===== config.mk =====
export PLATFORM = sky130hd
export DESIGN_NAME = spec_addr_gen
export DESIGN_NICKNAME = d
export VERILOG_FILES = /design/src/rtl/spec_agu_pkg.sv /design/src/rtl/imm_classifier.sv /design/src/rtl/seg_carry_adder.sv /design/src/rtl/miss_detector.sv /design/src/rtl/spec_addr_gen.sv
export SDC_FILE = /design/constraint.sdc
export NUM_CORES = 1
export LEC_CHECK = 0
export ABC_AREA = 1
export BUFFER_PORTS_ARGS = -buffer_cell sky130_fd_sc_hd__buf_4
export CELL_PAD_IN_SITES_DETAIL_PLACEMENT = 1
export CELL_PAD_IN_SITES_GLOBAL_PLACEMENT = 1
export CORE_UTILIZATION = 33
export DETAILED_ROUTE_END_ITERATION = 12
export GPL_TIMING_DRIVEN = 0
export PLACE_DENSITY_LB_ADDON = 0.2
export REMOVE_ABC_BUFFERS = 1
export SYNTH_ARGS = -nofsm -noshare
export SYNTH_HDL_FRONTEND = slang
export SYNTH_SLANG_ARGS = --single-unit

===== constraint.sdc =====
create_clock -name vclk -period 9
set_input_delay 0.45 -clock vclk [all_inputs]
set_output_delay 0.45 -clock vclk [all_outputs]
set_load 0.02 [all_outputs]

===== src/rtl/spec_agu_pkg.sv =====
package spec_agu_pkg;

  typedef enum logic [1:0] {
    OFS_ZERO = 2'd0,
    OFS_POS  = 2'd1,
    OFS_NEG  = 2'd2,
    OFS_WIDE = 2'd3
  } ofs_class_e;

endpackage


===== src/rtl/imm_classifier.sv =====
module imm_classifier
  import spec_agu_pkg::*;
#(
  parameter int IMM_W    = 16,
  parameter int NARROW_W = 4
) (
  input  logic [IMM_W-1:0] imm_i,
  output ofs_class_e       cls_o
);
  localparam int HI_W = IMM_W - NARROW_W;

  logic [HI_W-1:0] hi_bits;
  logic            hi_ones;
  logic            hi_zeros;
  logic            lo_zeros;

  assign hi_bits  = imm_i[IMM_W-1:NARROW_W];
  assign hi_ones  = &hi_bits;
  assign hi_zeros = ~|hi_bits;
  assign lo_zeros = ~|imm_i[NARROW_W-1:0];

  always_comb begin
    if (hi_ones)               cls_o = OFS_NEG;
    else if (hi_zeros && lo_zeros) cls_o = OFS_ZERO;
    else if (hi_zeros)         cls_o = OFS_POS;
    else                       cls_o = OFS_WIDE;
  end

  always_comb begin
    assert_narrow_in_range_R3: assert ((cls_o == OFS_WIDE) ==
      ((int'($signed(imm_i)) < -(2 ** NARROW_W)) ||
       (int'($signed(imm_i)) > (2 ** NARROW_W) - 1)))
      else $error("narrow class disagrees with signed range");
  end

endmodule


===== src/rtl/seg_carry_adder.sv =====
module seg_carry_adder #(
  parameter int ADDR_W = 32,
  parameter int OFF_W  = 5,
  parameter int IDX_W  = 7
) (
  input  logic [ADDR_W-1:0] a_i,
  input  logic [ADDR_W-1:0] b_i,
  output logic [ADDR_W-1:0] sum_o,
  output logic              c_off_o,
  output logic              c_idx_o
);
  localparam int TAG_W = ADDR_W - OFF_W - IDX_W;
  localparam int NSEG  = 3;

  logic [NSEG:0] carry;
  assign carry[0] = 1'b0;

  for (genvar g = 0; g < NSEG; g++) begin : g_seg
    localparam int LO = (g == 0) ? 0 : ((g == 1) ? OFF_W : OFF_W + IDX_W);
    localparam int W  = (g == 0) ? OFF_W : ((g == 1) ? IDX_W : TAG_W);
    logic [W:0] part;
    assign part = {1'b0, a_i[LO +: W]} + {1'b0, b_i[LO +: W]} + {{W{1'b0}}, carry[g]};
    assign sum_o[LO +: W] = part[W-1:0];
    assign carry[g+1] = part[W];
  end

  assign c_off_o = carry[1];
  assign c_idx_o = carry[2];

endmodule


===== src/rtl/miss_detector.sv =====
module miss_detector (
  input  logic en_i,
  input  logic neg_i,
  input  logic c_off_i,
  input  logic c_idx_i,
  output logic set_miss_o,
  output logic page_miss_o
);
  // A negative offset adds all ones above the line offset; the field keeps its
  // value only when the incoming carry cancels that, so a miss is the inverted carry.
  assign set_miss_o  = en_i & (c_off_i ^ neg_i);
  assign page_miss_o = en_i & (c_idx_i ^ neg_i);

  always_comb begin
    assert_page_implies_set_R8: assert (!page_miss_o || set_miss_o)
      else $error("page miss without set miss");
  end

endmodule


===== src/rtl/spec_addr_gen.sv =====
module spec_addr_gen
  import spec_agu_pkg::*;
#(
  parameter int ADDR_W   = 32,
  parameter int IMM_W    = 16,
  parameter int OFF_W    = 5,
  parameter int IDX_W    = 7,
  parameter int NARROW_W = 4
) (
  input  logic [ADDR_W-1:0]              base_i,
  input  logic [IMM_W-1:0]               imm_i,
  input  logic                           ld_valid_i,
  output logic [ADDR_W-1:0]              addr_o,
  output logic                           early_en_o,
  output logic [IDX_W-1:0]               early_set_o,
  output logic [ADDR_W-OFF_W-IDX_W-1:0]  early_page_o,
  output logic                           set_miss_o,
  output logic                           page_miss_o
);
  localparam int TAG_W = ADDR_W - OFF_W - IDX_W;
  localparam int EXT_W = ADDR_W - IMM_W;

  ofs_class_e        cls;
  logic [ADDR_W-1:0] imm_ext;
  logic              c_off;
  logic              c_idx;

  imm_classifier #(
    .IMM_W    (IMM_W),
    .NARROW_W (NARROW_W)
  ) u_cls (
    .imm_i (imm_i),
    .cls_o (cls)
  );

  assign imm_ext = {{EXT_W{imm_i[IMM_W-1]}}, imm_i};

  seg_carry_adder #(
    .ADDR_W (ADDR_W),
    .OFF_W  (OFF_W),
    .IDX_W  (IDX_W)
  ) u_add (
    .a_i     (base_i),
    .b_i     (imm_ext),
    .sum_o   (addr_o),
    .c_off_o (c_off),
    .c_idx_o (c_idx)
  );

  assign early_en_o   = ld_valid_i & (cls != OFS_WIDE);
  assign early_set_o  = base_i[OFF_W +: IDX_W];
  assign early_page_o = base_i[ADDR_W-1 -: TAG_W];

  miss_detector u_miss (
    .en_i        (early_en_o),
    .neg_i       (cls == OFS_NEG),
    .c_off_i     (c_off),
    .c_idx_i     (c_idx),
    .set_miss_o  (set_miss_o),
    .page_miss_o (page_miss_o)
  );

  always_comb begin
    assert_sum_R1: assert (addr_o == base_i + imm_ext)
      else $error("address sum wrong");
    assert_idle_quiet_R4: assert (ld_valid_i || (!early_en_o && !set_miss_o && !page_miss_o))
      else $error("activity without load");
    assert_set_hit_R6: assert (!early_en_o || set_miss_o || (addr_o[OFF_W +: IDX_W] == early_set_o))
      else $error("set changed without miss flag");
    assert_page_hit_R7: assert (!early_en_o || page_miss_o || (addr_o[ADDR_W-1 -: TAG_W] == early_page_o))
      else $error("page changed without miss flag");
  end

endmodule


==> impl_metrics.ini <==
[outcome]
status = finished, final reports clean

[finish]
post-route-util = 0.4651
fillers = 854
n_antenna_cell = 0
final_cells = 507
layout.cells.most_common = buf_4
layout_common_cells = buf_4, nand2_1, inv_1
drive_gt1_frac = 0.2940
areaGrowthSynthToFinish_pct = 35.99
final.clkbuf_count = 0
multi_input_comb_area_um2 = 1615
seq_area_um2 = 0
fin_nets = 517
seq_cell_count = 0

[timing]
fmax_mhz = 232.3
worst_pin_slew_ns = 0.2947
period_needed_ns = 4.305
finalSetupViolations = 0
timing.final.crit_share = 0.4784
slew_violations = 0
rsz0062_at_grt = no
fin_setup_tns_ns = 0
slew_headroom = 0.8018
hold_viol_final = 0

[logic_synthesis]
synth-seq-area-share = 0
synth_compound_gate_area_share = 0.08763
syn_area_um2 = 2013
synthSimpleGateAreaFrac = 0.4021
synth_cells = 348
synth_fa_ha_area_frac = 0.2300
avgSynthCellArea_um2 = 5.785
yosys_warnings = 0
synth_mux_area_frac = 0
synth_top_family_by_area = simple AND/OR/NAND/NOR gates
yosys.cell_types.count = 25
synthXorXnorAreaFrac = 0.08266

[placed_design]
routabilityCongestion = 0.8005
io_buffers = 111
dp_hpwl_um = 5565
dp.cells = 507

[drt]
dr_total_vias = 2424
drt-total-wl_um = 6130
vias_per_cell = 4.781
drtIter0Drc = 20
drc = 0
wl_per_cell_um = 12.09
drt_first_pass_iters = 4
antenna_left = 0

[critical_path]
critical_path_class = in -> out
slowest_delay_ns = 0.42
crit_top_cell = nand2_1
cp-end-kind = primary output
worstSetupStartpointType = input pin
crit_arrival_ns = 3.86
cp_cell_sequence = buf_4 -> ha_1 -> nand2_1 -> inv_1 -> nand4_1 -> nand3_1 -> fa_1 -> nand3_1 -> nand2_1 -> nand4_1 -> nand2_1 -> inv_1 -> fa_1 -> fa_1 -> inv_1 -> nand3_1 -> nand3_1 -> nand2_1 -> nand2_1 -> nand2_1 -> nand2_1 -> nand2_1 -> nand2_1 -> buf_4
path_max_fanout = 4
cp_slowest_cell = fa_1
cp_data_required_time_ns = 8.55

[floorplan]
num_rows = 28
initial_core_util = 0.3420
core-area_um2 = 5886
fp.dieW_um = 80.11
boundaryPins = 111
die_h_um = 80.11
dieArea_um2 = 6417

[global_route]
grt-ovfl-total = 0
grt_usage = 0.1780
grt_pass1_vias = 2209
antenna_found_initial = 0
grt_max_degree = 20
grt_pass1_wl_um = 9335

[power_and_ir_drop]
ir_drop_uv = 41.21
p_per_area_nw_per_um2 = 88.49
leakage_nw = 1.635

[clock_tree]
cts_setup_buffers = 0
cts-hold-fix-buffers = 0
cts_resized = 0

[hold_path]
min_path_type = in -> out

[run]
cap_viol_max_count = 0
-- final timing paths --
path                           to        from  slack [ns]  depth (start not counted)
setup / recovery       addr_o[24]   base_i[3]        4.69                         24
hold / removal    early_page_o[3]  base_i[15]        1.11                          2
-- layout make-up --
type                       count  area share
inverter                      52     0.07130
timing repair buffer         111      0.3044
multi-input combinational    269      0.5900
tap                           75     0.03428
-- synthesized netlist by cell type, drive strengths merged --
library cell,n,share of area
nand2,113,0.22
fa,5,0.050
a21o,1,0.0037
xnor2,6,0.026
buf,27,0.10
inv,52,0.097
ha,29,0.18
nor3,6,0.015
o21ai,4,0.0099
and2,2,0.0075
o21bai,3,0.011
nor2,29,0.058
nand4,8,0.025
nand3b,1,0.0037
a21oi,20,0.050
a21boi,1,0.0037
xor2,13,0.057
nand3,24,0.070
a31oi,3,0.0093
nor4,1,0.0031
-- stage by stage --
stage / instance area (um^2) / power, mW / setup slack, ns / hold slack [ns]
6_report: 2738 / 0.2423 / 4.695 / 1.110
3_3_place_gp: 2738 / 0.2386 / 4.768 / 1.111
3_5_place_dp: 2738 / 0.2447 / 4.665 / 1.113
2_1_floorplan: 1810 / 0.1371 / 5.273 / 0.9000
4_1_cts: 2738 / 0.2454 / 4.654 / 1.112
5_1_grt: 2738 / 0.2641 / 4.446 / 1.116
-- report_power, final --
part / leakage, nW / switching, mW / total, mW / internal (mW)
sequential: 0 / 0 / 0 / 0
clock: 0 / 0 / 0 / 0
combinational: 1.64 / 0.140 / 0.242 / 0.102
total: 1.64 / 0.140 / 0.242 / 0.102
-- cell families (layout without fill, tap and decap cells) --
| kind of cell | after synthesis | in the layout |
|---|---|---|
| AOI/OAI and AO/OA | 32 | 32 |
| xor gates and xnor gates | 19 | 19 |
| adders and majority gates | 34 | 34 |
| buffers and inverters | 79 | 163 |
| and+or+nand+nor | 184 | 184 |
-- per-layer routing --
metal,wire length (um),up-vias,GRT usage,share of wire
met2,3158,68,0.3718,0.52
met3,334,2,0.005682,0.054
li1,-,1257,-,-
met5,0,-,0,0
met4,9,0,0.003571,0.0015
met1,2628,1097,0.2063,0.43
-- worst max-delay path, delay by kind of cell --
family / cells / cell delay, ns
buffers and inverters: 5 / 0.52
and+or+nand+nor: 15 / 1.45
adders and majority gates: 4 / 1.43
(Power assumes the default switching activity.)
